==> src/rtl/pod_pkg.sv <==
package pod_pkg;
  typedef enum logic [1:0] {
    ST_COUNT = 2'd0,
    ST_ARMED = 2'd1,
    ST_HIT   = 2'd2
  } pod_state_e;
endpackage

==> src/rtl/pod_deviation.sv <==
module pod_deviation #(
  parameter int DW = 12
) (
  input  logic [DW-1:0] sample_i,
  input  logic [DW-1:0] dc_i,
  input  logic [DW-1:0] quiet_thresh_i,
  input  logic [DW-1:0] onset_thresh_i,
  output logic          quiet_o,
  output logic          loud_o
);
  logic [DW-1:0] dev;

  always_comb begin
    if (sample_i >= dc_i) dev = sample_i - dc_i;
    else                  dev = dc_i - sample_i;
  end

  assign quiet_o = (dev <= quiet_thresh_i);
  assign loud_o  = (dev >  onset_thresh_i);
endmodule

==> src/rtl/pod_quiet_ctr.sv <==
module pod_quiet_ctr #(
  parameter int CNT_W = 16
) (
  input  logic             clk_i,
  input  logic             rst_ni,
  input  logic             zero_i,
  input  logic             inc_i,
  output logic [CNT_W-1:0] cnt_o
);
  localparam logic [CNT_W-1:0] CntMax = '1;

  always_ff @(posedge clk_i or negedge rst_ni) begin
    if (!rst_ni)                         cnt_o <= '0;
    else if (zero_i)                     cnt_o <= '0;
    else if (inc_i && (cnt_o != CntMax)) cnt_o <= cnt_o + 1'b1;
  end
endmodule

==> src/rtl/pod_ctrl.sv <==
module pod_ctrl
  import pod_pkg::*;
#(
  parameter int CNT_W = 16
) (
  input  logic             clk_i,
  input  logic             rst_ni,
  input  logic             valid_i,
  input  logic             clear_i,
  input  logic             quiet_i,
  input  logic             loud_i,
  input  logic [CNT_W-1:0] cnt_i,
  input  logic [CNT_W-1:0] quiet_len_i,
  output logic             zero_o,
  output logic             inc_o,
  output pod_state_e       state_o
);
  localparam logic [CNT_W-1:0] CntMax = '1;

  pod_state_e       state_d;
  logic [CNT_W-1:0] cnt_next;
  logic             arm;

  // value the counter takes after this quiet sample
  assign cnt_next = (cnt_i == CntMax) ? cnt_i : cnt_i + 1'b1;
  assign arm      = cnt_next > quiet_len_i;

  always_comb begin
    state_d = state_o;
    zero_o  = 1'b0;
    inc_o   = 1'b0;
    if (clear_i) begin
      state_d = ST_COUNT;
      zero_o  = 1'b1;
    end else if (valid_i) begin
      unique case (state_o)
        ST_COUNT: begin
          if (quiet_i) begin
            inc_o = 1'b1;
            if (arm) state_d = ST_ARMED;
          end else begin
            zero_o = 1'b1;
          end
        end
        ST_ARMED: begin
          if (loud_i) begin
            state_d = ST_HIT;
          end else if (!quiet_i) begin
            state_d = ST_COUNT;
            zero_o  = 1'b1;
          end
        end
        ST_HIT:  ;
        default: state_d = ST_COUNT;
      endcase
    end
  end

  always_ff @(posedge clk_i or negedge rst_ni) begin
    if (!rst_ni) state_o <= ST_COUNT;
    else         state_o <= state_d;
  end
endmodule

==> src/rtl/ping_onset_detector.sv <==
module ping_onset_detector
  import pod_pkg::*;
#(
  parameter int DW    = 12,
  parameter int CNT_W = 16
) (
  input  logic             clk_i,
  input  logic             rst_ni,
  input  logic             sample_valid_i,
  input  logic [DW-1:0]    sample_i,
  input  logic [DW-1:0]    dc_level_i,
  input  logic [DW-1:0]    quiet_thresh_i,
  input  logic [CNT_W-1:0] quiet_len_i,
  input  logic [DW-1:0]    onset_thresh_i,
  input  logic             clear_i,
  output logic             ping_o
);
  logic             quiet, loud, cnt_zero, cnt_inc;
  logic [CNT_W-1:0] cnt_q;
  pod_state_e       state_q;

  pod_deviation #(.DW(DW)) u_dev (
    .sample_i       (sample_i),
    .dc_i           (dc_level_i),
    .quiet_thresh_i (quiet_thresh_i),
    .onset_thresh_i (onset_thresh_i),
    .quiet_o        (quiet),
    .loud_o         (loud)
  );

  pod_quiet_ctr #(.CNT_W(CNT_W)) u_ctr (
    .clk_i  (clk_i),
    .rst_ni (rst_ni),
    .zero_i (cnt_zero),
    .inc_i  (cnt_inc),
    .cnt_o  (cnt_q)
  );

  pod_ctrl #(.CNT_W(CNT_W)) u_ctrl (
    .clk_i       (clk_i),
    .rst_ni      (rst_ni),
    .valid_i     (sample_valid_i),
    .clear_i     (clear_i),
    .quiet_i     (quiet),
    .loud_i      (loud),
    .cnt_i       (cnt_q),
    .quiet_len_i (quiet_len_i),
    .zero_o      (cnt_zero),
    .inc_o       (cnt_inc),
    .state_o     (state_q)
  );

  assign ping_o = (state_q == ST_HIT);
endmodule

==> config.mk <==
export PLATFORM = sky130hd
export DESIGN_NAME = ping_onset_detector
export DESIGN_NICKNAME = d
export VERILOG_FILES = /design/src/rtl/pod_pkg.sv /design/src/rtl/pod_deviation.sv /design/src/rtl/pod_quiet_ctr.sv /design/src/rtl/pod_ctrl.sv /design/src/rtl/ping_onset_detector.sv
export SDC_FILE = /design/constraint.sdc
export NUM_CORES = 1
export LEC_CHECK = 0
export CAP_MARGIN = 0
export CORE_AREA = 2 2 96 98
export CTS_BUF_LIST = sky130_fd_sc_hd__clkbuf_16
export CTS_CLUSTER_DIAMETER = 30
export DETAILED_ROUTE_END_ITERATION = 8
export DIE_AREA = 0 0 98 100
export GPL_ROUTABILITY_DRIVEN = 0
export PLACE_DENSITY = 0.69
export SYNTH_ARGS = -nofsm -noshare
export SYNTH_HDL_FRONTEND = slang
export SYNTH_SLANG_ARGS = --single-unit
==> constraint.sdc <==
create_clock -name clk_i -period 5.4 [get_ports clk_i]
set_input_delay 1.08 -clock clk_i [delete_from_list [all_inputs] [get_ports clk_i]]
set_output_delay 1.08 -clock clk_i [all_outputs]
set_load 0.05 [all_outputs]
### Word level (Yosys, flattened, before mapping)

Cells that the tools add are included.

* register bits after elaboration: 18
* bits in latches: 0
* bits in writable memories: 0
* bits in read-only memories: 0
* input bits: 68
* output and inout bits: 1
* word-level logic and storage cells: 42
* memories kept: 0

* add/subtract/negate cells: 3
* multiply operators: 0
* div/mod/pow operators: 0
* $lt $le $gt $ge: 4
* equal/unequal tests: 8
* shifts and indexed selects: 0
* multiplexer cells: 20
* bitwise operators: 0
* reductions and logical operators: 5

Operators with widths (number)
* $mux 16: 3
* $sub 12x12->12: 2
* $add 16x1->16 const B: 1
* $eq 16x16->1 const B: 1
* $gt 16x16->1: 1
* $ne 16x16->1 const B: 1
* $ge 12x12->1: 1
* $gt 12x12->1: 1
* $le 12x12->1: 1
* $mux 12: 1
* $mux 2: 6
* $mux 1: 8
* $ne 3x2->1 const B: 2
* $pmux 2 s3: 1
* $reduce_and 5->1: 1
* $ne 4x4->1 const B: 1
* $reduce_bool 2->1: 2
* $eq 2x1->1 const B: 1
* $eq 2x2->1 const B: 1
* $logic_not 2->1: 1
* $ne 2x2->1 const B: 1
* $pmux 1 s2: 1
* $logic_and 1x1->1: 1

### Logic depth before layout (Yosys ltp)

Gate-level depths: netlist (run 1).

* depth after elaboration: 10
* mapped depth: 20
* gate-level depth less buffers: 19

### Hierarchy

From an unflattened synthesis (run 1), not the netlist that was laid out.

* cell total of the unflattened synthesis: 475
* area total of the unflattened synthesis: 3658.5 um^2

By module, submodules not included
* pod_deviation: instances 1, cells an instance 243, area each 1739.2 um^2, sequential area each 0.0 um^2
* pod_ctrl: instances 1, cells an instance 133, area each 963.4 um^2, sequential area each 50.0 um^2
* pod_quiet_ctr: instances 1, cells an instance 98, area each 942.2 um^2, sequential area each 400.4 um^2
* ping_onset_detector: instances 1, cells an instance 1, area each 13.8 um^2, sequential area each 0.0 um^2

### Worst setup path before layout (run 1)

Ideal clock, no wire load.

* kind: input-to-reg
* start: in sample_i[0]
* end: reg u_ctr.cnt_o[10]
* library setup time: 0.078 ns
* data arrival time: 4.551 ns
* data required time: 5.322 ns
* path slack: 0.771 ns
* stages on the path: 20
* buffers on the path: 1
* path through: inv_1 > ha_1 > inv_1 > fa_1 > nand3_1 > a311oi_2 > a211oi_4 > mux2i_1 > o211ai_2 > a31oi_1 > xnor2_1 > ha_1 > and2_1 > a211oi_1 > o21ai_0 > o31ai_4 > nand2_2 > buf_6 > or3_1 > a21oi_1

* longest elaborated chain between the ends: 9
* elaborated cells on any way between the ends: 18
* those cells by class: add/sub: 2; order compare: 3; mux: 11; reduce/logical: 2

Ends and longest elaborated chain
* start, declared: RTL line ping_onset_detector.sv:10 `input logic [DW-1:0] sample_i,`
* $sub 12x12->12, or another cell as far along: RTL line pod_deviation.sv:15 `else dev = dc_i - sample_i;`
* $mux 12 *: RTL line pod_deviation.sv:14 `if (sample_i >= dc_i) dev = sample_i - dc_i;`
* $le 12x12->1: RTL line pod_deviation.sv:18 `assign quiet_o = (dev <= quiet_thresh_i);`
* $mux 1, on equally long branches: RTL line pod_ctrl.sv:38, pod_ctrl.sv:48
* $mux 1, on equally long branches: RTL line pod_ctrl.sv:46, pod_ctrl.sv:36
* $pmux 1 s2 or $mux 1 (tied branches): RTL line pod_ctrl.sv:36, pod_ctrl.sv:35
* $mux 1, on equally long branches: RTL line pod_ctrl.sv:35, pod_ctrl.sv:32
* $mux 1 or $logic_and 1x1->1 (tied branches): RTL line pod_ctrl.sv:32, pod_quiet_ctr.sv:15
* $mux 16 or $reduce_bool 2->1 (tied branches)
* end signal, assigned: RTL line pod_quiet_ctr.sv:15 `else if (inc_i && (cnt_o != CntMax)) cnt_o <= cnt_o + 1'b1;`
* end, declared: RTL line pod_quiet_ctr.sv:8 `output logic [CNT_W-1:0] cnt_o`

Mark *: on every way between the ends. The rest lies on a longest branch, timed or not.
A chain may end at the register's enable or synchronous reset.

### Final worst setup path (run 1)

* start: in sample_i[3]
* end: reg u_ctr.cnt_o[12]

Same word-level chain as after synthesis.

==> results of run 1 <==
[state kept, by name, indices dropped and copies added, names as in the netlist]
name and cells:
u_ctr.cnt_o 16, u_ctrl.state_o 2
[where the power goes]
group | internal [W] | total (W) | switching (W)
Sequential | 0.000138 | 0.000142 | 0.00000471
Combinational | 0.000214 | 0.000432 | 0.000218
Clock | 0.0000983 | 0.000146 | 0.0000482
Total | 0.000450 | 0.000721 | 0.000271
[worst max-delay path: stages]
cell	delay, ns
sky130_fd_sc_hd__clkdlybuf4s50_1	0.48
sky130_fd_sc_hd__inv_1	0.05
sky130_fd_sc_hd__ha_1	0.40
sky130_fd_sc_hd__a21oi_2	0.21
sky130_fd_sc_hd__a311oi_2	0.17
sky130_fd_sc_hd__a211oi_4	0.32
sky130_fd_sc_hd__buf_4	0.18
sky130_fd_sc_hd__mux2i_2	0.25
sky130_fd_sc_hd__o211ai_2	0.13
sky130_fd_sc_hd__a31oi_1	0.22
sky130_fd_sc_hd__xnor2_1	0.17
sky130_fd_sc_hd__ha_1	0.29
sky130_fd_sc_hd__and2_1	0.17
sky130_fd_sc_hd__a21oi_2	0.16
sky130_fd_sc_hd__nand2_2	0.08
sky130_fd_sc_hd__o31ai_4	0.29
sky130_fd_sc_hd__nand2_2	0.13
sky130_fd_sc_hd__or4_4	0.43
sky130_fd_sc_hd__a21oi_2	0.14
[layout make-up]
class / instances / share of cell area, %
Clock buffer: 3 / 1.75
Clock inverter: 1 / 0.0876
Inverter: 72 / 6.31
Multi-Input combinational cell: 322 / 58.5
Sequential cell: 18 / 10.5
Tap cell: 111 / 3.24
Timing Repair Buffer: 87 / 19.6
[cells in the final DEF, fill, tap and decap left out, types with 4 or more instances in the layout]
cell type,n
sky130_fd_sc_hd__nor2_1,22
sky130_fd_sc_hd__mux2i_1,4
sky130_fd_sc_hd__nand4_1,16
sky130_fd_sc_hd__a21o_1,19
sky130_fd_sc_hd__nor3_1,6
sky130_fd_sc_hd__buf_4,17
sky130_fd_sc_hd__a21oi_1,37
sky130_fd_sc_hd__ha_1,63
sky130_fd_sc_hd__a31oi_1,4
sky130_fd_sc_hd__o21ai_0,16
sky130_fd_sc_hd__or3_1,5
sky130_fd_sc_hd__dfrtp_1,18
sky130_fd_sc_hd__xnor2_1,15
sky130_fd_sc_hd__nand2_1,27
sky130_fd_sc_hd__nand3_1,13
sky130_fd_sc_hd__clkdlybuf4s50_1,68
sky130_fd_sc_hd__nand2b_1,4
sky130_fd_sc_hd__inv_1,72
sky130_fd_sc_hd__xor2_1,17
sky130_fd_sc_hd__nor2b_1,5
[metal layers]
metal	up-vias	share of wire [%]	wire length (um)	track usage [%]
li1	1620	-	-	-
met1	1454	44	3460	19.2
met2	86	51	4050	30.7
met3	6	3.7	295	0.766
met4	0	1.1	83	3.85
met5	-	0	0	0
[metrics by stage]
stage | std cells | hold WS (ns) | utilization [%]
3_5_place_dp | 604 | 0.567 | 46.2
4_1_cts | 608 | 0.573 | 47.1
3_3_place_gp | 604 | 0.544 | 46.2
2_1_floorplan | 421 | 0.516 | -
5_1_grt | 614 | 0.627 | 48.2
6_report | 614 | 0.570 | 48.2
[final timing paths]
path,from,endpoint,slack [ns],cells past startpoint
worst max-delay path,sample_i[3],u_ctr.cnt_o[12],0.23,19
max in group asynchronous,rst_ni,u_ctr.cnt_o[7],3.60,1
worst min-delay path,u_ctrl.state_o[1],u_ctrl.state_o[1],0.57,2
worst max register to register,u_ctr.cnt_o[0],u_ctrl.state_o[0],2.19,14
worst min register to register,u_ctrl.state_o[1],u_ctrl.state_o[1],0.57,2
min in group asynchronous,rst_ni,u_ctr.cnt_o[1],1.30,1
[cell families (layout without fill, tap and decap cells)]
logic type	Yosys count	after routing	synth area share [%]
DFF	18	18	14.0
AOI/OAI and AO/OA	101	101	20.2
adders and majority gates	66	66	26.1
buffers and inverters	82	163	10.1
xor gates and xnor gates	32	32	8.69
muxes	8	8	2.60
and+or+nand+nor	114	115	18.4
[what timing repair did]
| item | CTS | global route |
|---|---|---|
| endpoints found under the hold margin | 0 | 0 |
| gates resized for setup | 0 | 17 |
| setup buffers | 0 | 5 |
| setup endpoints to repair | 0 | 16 |
==> results.md, run 1 <==
Status:
- The run finished with clean final reports.

CTS:
- In this run the number of H-tree levels came out at 1.
- The CTS tree is yes.
- The number of buffers added to fix hold violations after cts is 0.
- Clock-pin slew was measured on the worst setup and hold paths at approximately 0.05 ns.
- The tree is rooted in a sky130_fd_sc_hd__clkbuf_16.
- In this run, CTS created clock tree buffers numbering 3.
- The TritonCTS sink count is 18.
- Counting along the longest clock path gives a buffer depth of 2.
- The later pin in the worst-skew pair is clocked with a latency of between 0.2 and 0.3 ns.

STA:
- The count of final hold-check violations came to 0.
- Counting I/O delays and the setup requirement, the final critical path takes between 5 and 6 ns.
- The aggregate negative setup slack is 0 ns.
- The pin slew with the least headroom to its limit is roughly 0.8 ns.
- The normalized max-slew margin is a little under half.
- The worst clock skew is approximately 0.0027 ns.
- The final count of pins violating max slew came to 0.
- The total of endpoints with negative setup slack in the final report is 0.
- Across all setup checks in the final design, the least slack found is ~0.23 ns.
- For this run, the top clock speed supported by timing is approximately 190 MHz.
- The share of the cycle needed by the critical path after routing is a little over nine tenths.

Detailed routing:
- Using the TritonRoute via totals, the vias-per-cell ratio works out to 5.16.
- After detailed routing, the average wire length per cell comes to roughly 13 um.
- The number of vias in the routed layout is ~3200.
- The remaining antenna violation count is 0.
- The first routing iteration left 64 violations.
- After detailed routing, the number of remaining DRC violations is 0.
- The pre-antenna-repair detailed-routing pass consisted of 4 iterations.
- The total wire length is slightly below 8000 um.

Worst setup path:
- The critical path class is in2reg.
- At the worst endpoint, the arrival time is between 5 and 6 ns.
- For the worst setup path, the data required time is 5.58 ns.
- The worst setup path is launched from an input pin.
- The maximum fanout count along the critical path is 7.
- The capturing element type of the critical path is a register.

Global route:
- Global routing used approximately 16% of the available tracks across all layers.
- The number of global-route vias before repair came to around 3200.
- For this run the aggregate overflow at the end of global routing stands at 0.
- The maximum number of pins on one net before global-route repair is 27.
- The wire length of the first global-routing pass is approximately 13000 um.
- The number of antenna violations at the first check in global routing is 0.

Synth:
- The synthesized netlist occupies a cell area of 3220 um2.
- Ranked by instance count, the synthesized netlist is headed by sky130_fd_sc_hd__inv_1, sky130_fd_sc_hd__ha_1, sky130_fd_sc_hd__a21oi_1.
- The part of the Yosys area used for sequential elements is ~14%.
- The synthesized design spends more area on one cell type than any other, namely sky130_fd_sc_hd__ha_1.
- The synthesized area per cell is 7.66 um2.
- The number of cells produced by synthesis is 421.
- For this run, the leading register cell type out of synthesis is sky130_fd_sc_hd__dfrtp_1.
- Yosys instantiated no cell more often than sky130_fd_sc_hd__inv_1.
- The count of flip-flops with a built-in enable after synthesis is 0.
- For this run, asynchronously set or reset flops after synthesis account for 100%.
- Synthesis inferred 18 register bits.
- The fraction of post-synthesis cell area in the top cell type by area is between 20% and 30%.
- Counting every net in the synthesized netlist gives around 560.
- For this run, the number of Yosys warnings is 0.
- Sorting the synthesized cells by area gives the leading types as sky130_fd_sc_hd__ha_1, sky130_fd_sc_hd__dfrtp_1, sky130_fd_sc_hd__inv_1, sky130_fd_sc_hd__a21oi_1, sky130_fd_sc_hd__xor2_1.
- The number of distinct library cells after synthesis is 51.

Power:
- The leakage power is about 2.2 nW.
- The worst supply voltage drop on vdd is about 90 uV.
- Dividing total power by cell area gives a power density of approximately 170 nW/um2.
- Summing internal, switching and leakage power gives slightly above 0.0007 W.

Finish:
- In the final layout, flip-flops and latches occupy between 400 and 500 um2.
- The count of antenna diodes in the layout is 0.
- The layout has slightly below 900 filler cells.
- Summing all non-filler instances in the final layout gives an area of 4290 um2.
- The layout net count is roughly 640.
- From synthesis to final layout, the design area changed by 32.9%.
- The post-route netlist has 9.74% of its cells at a drive strength greater than 1.
- In the final layout, the multi-input gates occupy roughly 2500 um2.

Die:
- The I/O pin total is 69.
- The floorplan has 35 rows.
- The initial utilization of the core area, before any placement, comes to between 30% and 40%.
- The floorplan step set the die width to ~98 um.
- The core footprint is 8890 um2.
- The die footprint is 9800 um2.
- Measured along the y axis, the die boundary spans 100 um.

Worst hold path:
- The path category of the worst min-delay check is reg2reg.

Place:
- The standard cell area after detailed placement is 4110 um2.
- Once detailed placement completed, the half-perimeter wirelength came to 6600 um.
- The count of buffers from port buffering is a little under 70.
- Before CTS, the worst setup slack after placement is -0.0965 ns.

Run:
- The number of maximum-capacitance constraint violations is 0.
Power figures use the tool's default switching activity.
==> run 2: changes to the inputs <==
- CELL_PAD_IN_SITES_DETAIL_PLACEMENT: default -> 1
- CELL_PAD_IN_SITES_GLOBAL_PLACEMENT: default -> 2
- CORE_AREA: 2 2 96 98 -> 2 2 104 106
- DIE_AREA: 0 0 98 100 -> 0 0 106 108
- PLACE_DENSITY: 0.69 -> 0.94
==> run 2 against run 1 <==
Compared with the run above: worst setup slack worse by 0.059 ns; cell count up 5.4%; via count up 1.6%; clock skew down 0.0017 ns; clock power up 4%; critical path depth up 3; global-route usage down 0.13 points; critical path type unchanged.
==> results.md, run 2 (synthesis gave the netlist of run 1 again) <==
Worst hold path:
- In this run the worst hold path is classified as reg2reg.
- The critical hold path startpoint is u_ctrl.state_o[1].

Worst setup path:
- The number of buffer and inverter instances along the worst setup path is 6.
- The worst-path cell with the longest stage delay is sky130_fd_sc_hd__clkdlybuf4s50_1.
- On the worst path, the slowest cell contributes a delay of about 0.43 ns.
- The critical path class is in2reg.
- The type of element launching the critical path is an input pin.
- Walking the worst path, the cells encountered are clkdlybuf4s50_1 > inv_1 > ha_2 > inv_1 > fa_2 > nand3_2 > a311oi_4 > a211oi_4 > buf_4 > buf_4 > mux2i_2 > a31oi_1 > xnor2_1 > ha_1 > a21o_1 > a21oi_2 > nand2_2 > o31ai_4 > nand2_4 > buf_2 > or3_1 > a21oi_1.
- Data on the critical path arrives at its endpoint at roughly 5.4 ns.
- The worst setup path is captured at a register.
- The maximum fanout count along the critical path is 6.
- The most critical setup path has its startpoint at sample_i[0].
- In this design, the largest share of critical-path delay is due to compound AO/OA/AOI/OAI gates.
- In this run the critical register-to-register path is launched from u_ctr.cnt_o[0].
- The required time reported for the critical path endpoint is approximately 5.6 ns.

Die:
- The die footprint is around 11000 um2.
- The initial utilization of the core area, before any placement, comes to a little under a third.
- 69 I/O pins were placed.
- From bottom edge to top edge, the die measures around 110 um.
- The overall die width is about 110 um.
- The cell row count is 37.
- The core region is between 10000 and 15000 um2.

Finish:
- The net count of the finished layout is 646.
- With fillers left out, the area of the finished cells amounts to approximately 4400 um2.
- The register with the most flip-flops in the layout has 16 of them.
- The count of antenna diodes in the layout is 0.
- The total of fill cells in the finished design is ~1300.
- The layout overhead on the synthesized area is 37.6%.
- Leaving out fill and tap cells, the most frequent cells in the layout are sky130_fd_sc_hd__inv_1, sky130_fd_sc_hd__clkdlybuf4s50_1, sky130_fd_sc_hd__ha_1.
- The commonest non-fill, non-tap cell in the layout is sky130_fd_sc_hd__inv_1.
- The largest registers in the layout are u_ctr.cnt_o x16, u_ctrl.state_o x2.
- The layout cell share with drive strength beyond 1 is about an eighth.
- The total area of sequential cells is between 400 and 500 um2.
- u_ctr.cnt_o holds more flip-flops than any other register.
- The area of combinational cells with multiple inputs is around 2600 um2.

Global route:
- Global routing finished with a remaining overflow of 0.
- The number of antenna violations at the first check in global routing is 0.
- The wire length of the first global-routing pass is 15100 um.
- The total global routing track utilization is ~16%.
- The number of global-route vias before repair is approximately 3400.
- Entering global routing, the biggest net connects 19 pins.

STA:
- The count of final hold-check violations is 0.
- The final count of pins violating max slew came to 0.
- Headroom to the max-slew limit came out at 42.1%.
- The pin slew with the least headroom to its limit is 0.866 ns.
- Setup slack closes at between 0.15 and 0.2 ns.
- Setup violations remaining at the end of the flow were counted as 0.
- Of the available clock period, the critical path in the final layout requires 96.8%.
- For the final routed database, the setup TNS stands at 0 ns.
- The worst clock skew is between 0.001 and 0.0015 ns.
- The minimum clock period after layout is roughly 5.2 ns.
- The achievable clock frequency is 191 MHz.

CTS:
- The depth of the CTS H-tree is 1.
- The clock passes through at most 2 buffers.
- After clock tree synthesis, the clock-pin slew on the worst setup and hold paths is approximately 0.050 ns.
- The root buffer cell is sky130_fd_sc_hd__clkbuf_16.
- The CTS tree is yes.
- Counting the buffers created by CTS gives 3.
- The insertion delay to the later sink of the worst-skew pair is between 0.2 and 0.3 ns.
- The TritonCTS sink count is 18.

Run:
- The tool flagged a number of max-cap violations equal to 0.

Place:
- Timing analysis after detailed placement gives a worst setup slack of -0.120 ns.
- The count of buffers from port buffering is a little under 70.
- Summed over all nets, the half-perimeter wirelength after detailed placement is ~7700 um.
- Once placement finished, the instance area stood at just over 4000 um2.

Detailed routing:
- The first TritonRoute pass finished after 4 iterations.
- The per-cell routed wire length is roughly 14 um.
- The first routing iteration left a little under 60 violations.
- The number of vias in the routed layout is 3218.
- The count of nets left with antenna violations once routing finished came out at 0.
- In the routed design, unresolved DRC markers number 0.
- Summed over all layers, the routed wires come to ~9100 um.
- The via density per instance is about 5.

Status:
- The run finished with clean final reports.

Power:
- VDD sags by at most 109 uV.
- The leakage power is 2.29 nW.
- The power density over the cells is between 150 and 200 nW/um2.
## run 2: changes by cell type in the layout (fill, tap and decap cells not counted), sizes merged
cell	before	now
buf	19	28
clkdlybuf4s50	68	67
dlymetal6s2s	0	1
nand2	29	28
## run 2: final timing paths
path,cells after the start,end,slack (ns)
worst max-delay path,22,u_ctr.cnt_o[10],0.17
worst min-delay path,2,u_ctrl.state_o[1],0.57
worst max register to register,14,u_ctrl.state_o[0],2.00
worst min register to register,2,u_ctrl.state_o[1],0.57
max in group asynchronous,1,u_ctr.cnt_o[2],3.54
min in group asynchronous,1,u_ctr.cnt_o[8],1.32
## run 2: power breakdown
part           total (W)  switching, W  internal [W]
Sequential      0.000142    0.00000459      0.000138
Clock           0.000152     0.0000534     0.0000986
Combinational   0.000493      0.000247      0.000246
## run 2: layer usage
metal  global-route usage (%)  share of wire (%)
met1                     18.3                 45
met2                     31.1                 51
met3                     1.02                2.6
met4                     4.04                1.4
met5                        0                  0
## run 2: final cells by class
type	instances	area share, %
clock inverters	1	0.0846
repair buffers	96	20.4
well taps	136	3.84
clock buffers	3	1.69
inverters	72	6.09
multi-input cells	321	57.8
flip-flops and latches	18	10.2
## run 2: tightest hold or removal path: cells and delay by family, from the launching register on
family,cells,cell delay [ns]
compound gates,1,0.06
simple gates,1,0.06
flops,1,0.40
## run 2: timing repair
action | in CTS | in global routing
hold buffers | 0 | 0
setup endpoints to repair | 0 | 17
gates resized for setup | 0 | 30
buffers inserted | 0 | 12
## run 2: metrics by stage
step | instances | power, W | util (%) | hold WS, ns
floorplan | 421 | 0.000408 | - | 0.516
global placement | 631 | 0.000549 | 40.6 | 0.538
detailed placement | 631 | 0.000571 | 40.6 | 0.564
CTS | 635 | 0.000727 | 41.4 | 0.571
global route | 647 | 0.000846 | 43.4 | 0.614
finish | 647 | 0.000787 | 43.4 | 0.565
==> run 3: changes to the inputs <==
==> constraint.sdc (replaced) <==
create_clock -name clk_i -period 6.43 [get_ports clk_i]
set_input_delay 0.9645 -clock clk_i [delete_from_list [all_inputs] [get_ports clk_i]]
set_output_delay 0.9645 -clock clk_i [all_outputs]
set_load 0.05 [all_outputs]
==> run 3 against run 2 <==
Compared with the run above: clock-buffer cell count unchanged; worst hold slack better by 0.019 ns; routed wire length shrank 4.2%; critical path depth shrank 4; register-to-register slack better by 1.0 ns; cell count shrank 4.2%; clock skew up 0.0022 ns; global-route usage down 0.27 points; combinational power is 33% lower; power shrank 28%; final area is 7.3% lower; non-clock buffer count is 26 lower; critical path type unchanged.
==> results.md, run 3 (synthesis gave the netlist of run 1 again) <==
Finish:
- The flip-flop count of the largest register, all copies and words added is 16.
- Once layout is complete, the cells apart from fillers number 620.
- The largest registers in the layout are u_ctr.cnt_o x16, u_ctrl.state_o x2.
- The layout cell share with drive strength beyond 1 is about 3.7%.
- The count of antenna diodes in the layout is 0.
- Leaving out fill and tap cells, the most frequent cell in the layout is sky130_fd_sc_hd__inv_1.
- The layout overhead on the synthesized area is 27.5%.
- For this run, the share of the core covered by cells in the final layout is approximately two fifths.
- The largest register by flop count is u_ctr.cnt_o.
- The layout net count is 620.
- The library cells used most frequently in the layout, excluding fill and tap cells, are sky130_fd_sc_hd__inv_1, sky130_fd_sc_hd__clkdlybuf4s50_1, sky130_fd_sc_hd__ha_1.
- The total of fill cells in the finished design is between 1000 and 1500.

Worst setup path:
- STA classifies the critical path endpoint as a register.
- The worst flop-to-flop path startpoint is u_ctr.cnt_o[0].
- The depth of the worst register-to-register path is 14.
- Data on the critical path arrives at its endpoint at about 5.7 ns.
- The worst setup path is of the in2reg kind.
- The type of element launching the critical path is an input pin.
- The setup check on the worst reg-to-reg path leaves a slack of about 3 ns.
- Along the worst path, the maximum fanout reaches 16.
- The worst register-to-register path ends at u_ctrl.state_o[0].
- At the worst endpoint, the required time is 6.53 ns.

Place:
- The final HPWL from detailed placement is between 7000 and 8000 um.
- The number of placed instances, taps included, is between 600 and 700.
- The count of buffers from port buffering is between 60 and 70.

Global route:
- The number of antenna violations at the first check in global routing is 0.
- The first global-routing pass estimated ~15000 um of wire.
- The global-route track usage on met2 is 30.0%.
- The met3 track demand over resource is under 10%.
- The total global routing track utilization is 15.5%.
- The number of global-route vias before repair is around 3300.
- Entering global routing, the biggest net connects 20 pins.
- After global routing, the most crowded layer is met2.
- After global routing the overflow that remains totals 0.
- The met1 track utilization from global routing is between 15 and 20%.

Die:
- The floorplan step defined a die boundary enclosing 11400 um2.
- The core footprint is roughly 10000 um2.
- The overall die width is between 100 and 150 um.
- The height of the die is 108 um.
- The initial utilization of the core area, before any placement, comes to 31.5%.
- The cell row count is 37.
- The I/O pin total is 69.

Detailed routing:
- The count of nets left with antenna violations once routing finished came out at 0.
- The total wire length is approximately 8700 um.
- The number of detailed-routing iterations run before antenna repair is 4.
- Using the TritonRoute via totals, the vias-per-cell ratio works out to around 5.0.
- The number of violations reported at the end of detailed-routing iteration 0 is 47.
- The total DRC errors in the routed layout is 0.
- The per-cell routed wire length is ~14 um.
- The final route contains between 3000 and 4000 vias.

STA:
- The worst pin sits at a relative slew slack of between 40% and 50%.
- At the pin with the least slew margin, the transition time is about 0.8 ns.
- The final count of pins violating max slew was 0.
- Subtracting the final worst setup slack from the clock period gives ~5.6 ns.
- The count of final hold-check violations came to 0.
- Hold timing on the final database bottoms out at a slack of slightly below 0.6 ns.
- The total of endpoints with negative setup slack in the final report is 0.
- The aggregate negative setup slack is 0 ns.
- The share of the cycle needed by the critical path after routing is 87.7%.
- Derived from the worst setup path, the maximum achievable clock frequency is 177 MHz.
- Setup repair after global routing left no endpoint under its margin.
- For the final database, setup skew stands at between 0.003 and 0.004 ns.

CTS:
- For the worst-skew pair, the clock arrives at the later sink with an insertion delay of 0.24 ns.
- The total CTS buffers is 3.
- The clock drives 18 sinks.
- CTS built an H-tree with a depth of 1.
- The root buffer cell is sky130_fd_sc_hd__clkbuf_16.
- TritonCTS built the clock tree.
- The number of setup buffers added after CTS is 0.
- The count of instances resized after the clock tree is built is 0.
- Clock-pin slew was measured on the worst setup and hold paths at about 0.050 ns.
- In this run the deepest clock path goes through 2 buffers.
- In this run, post-CTS hold repair placed 0 buffers.

Status:
- The flow ran to the end, and the final reports show no timing, DRC or antenna violations.

Worst hold path:
- The startpoint identified for the worst hold timing path is u_ctrl.state_o[1].
- The path with the worst hold slack has its endpoint at u_ctrl.state_o[1].
- The worst hold path was traced through 2 stages.
- The path category of the worst min-delay check is reg2reg.

Power:
- Power comes to ~0.00057 W.
- Power spread over the standard cell area amounts to 139 nW/um2.
- The leakage power is around 2.1 nW.
- IR analysis of the VDD net gives a maximum drop of between 70 and 80 uV.

Run:
- Across the run, the number of max-cap violations was 0.
## run 3: changes by cell type in the layout (fill, tap and decap cells not counted), moves of 2 or more
cell                      change
sky130_fd_sc_hd__nor3_2       -2
sky130_fd_sc_hd__a21oi_2      -3
sky130_fd_sc_hd__o21ai_1      +2
sky130_fd_sc_hd__buf_4       -24
sky130_fd_sc_hd__a21oi_1      +3
sky130_fd_sc_hd__mux2i_1      +2
sky130_fd_sc_hd__o21ai_0      +2
sky130_fd_sc_hd__nor3_1       +2
sky130_fd_sc_hd__mux2i_2      -2
sky130_fd_sc_hd__o21ai_2      -4
sky130_fd_sc_hd__ha_1         +2
sky130_fd_sc_hd__ha_2         -2
## run 3: how the worst max path moves through the flow
stage,startpoint,depth (start not counted),endpoint
finish,sample_i[9],18,u_ctr.cnt_o[8]
global route,sample_i[9],18,u_ctr.cnt_o[4]
CTS,sample_i[9],18,u_ctr.cnt_o[8]
detailed placement,sample_i[9],18,u_ctr.cnt_o[8]
global placement,sample_i[9],18,u_ctr.cnt_o[12]
floorplan,sample_i[0],20,u_ctr.cnt_o[10]
## run 3: where the power goes
group	switching (W)	leakage (nW)	internal (W)
sequential	0.00000386	0.251	0.000116
combinational	0.000177	1.85	0.000153
clock	0.0000383	0.0370	0.0000816
## run 3: metrics by stage
step	instance area [um2]	setup WS [ns]
after floorplan	3220	1.92
after CTS	4110	0.789
after detailed placement	4040	0.535
after global placement	4040	0.701
after global routing	4110	0.395
final	4110	0.792
## run 3: layout make-up
type                    count  area [um2]  share of cell area [%]
inverters                  72         270                    6.57
clock buffers               3        75.1                    1.83
multi-input cells         321        2450                    59.6
flip-flops and latches     18         450                    11.0
repair buffers             70         696                    16.9
well taps                 136         170                    4.14
## run 3: worst max-delay path: stages
cell and delay [ns]:
sky130_fd_sc_hd__clkdlybuf4s50_1 0.48, sky130_fd_sc_hd__inv_1 0.05, sky130_fd_sc_hd__ha_1 0.38, sky130_fd_sc_hd__a21oi_1 0.25, sky130_fd_sc_hd__o21ai_1 0.19, sky130_fd_sc_hd__a211oi_4 0.63
sky130_fd_sc_hd__nor3b_2 0.36, sky130_fd_sc_hd__o31ai_2 0.12, sky130_fd_sc_hd__a31oi_1 0.21, sky130_fd_sc_hd__xnor2_1 0.18, sky130_fd_sc_hd__ha_1 0.30, sky130_fd_sc_hd__a21o_1 0.17
sky130_fd_sc_hd__a21o_1 0.16, sky130_fd_sc_hd__a21oi_1 0.19, sky130_fd_sc_hd__nand2_1 0.07, sky130_fd_sc_hd__o21ai_0 0.31, sky130_fd_sc_hd__o22a_1 0.59, sky130_fd_sc_hd__nor3_1 0.13
## run 3: routing by layer
metal / part of all wire (%) / wire (um)
met5: 0 / 0
met4: 2.0 / 175
met3: 2.3 / 202
met2: 51 / 4470
met1: 44 / 3880
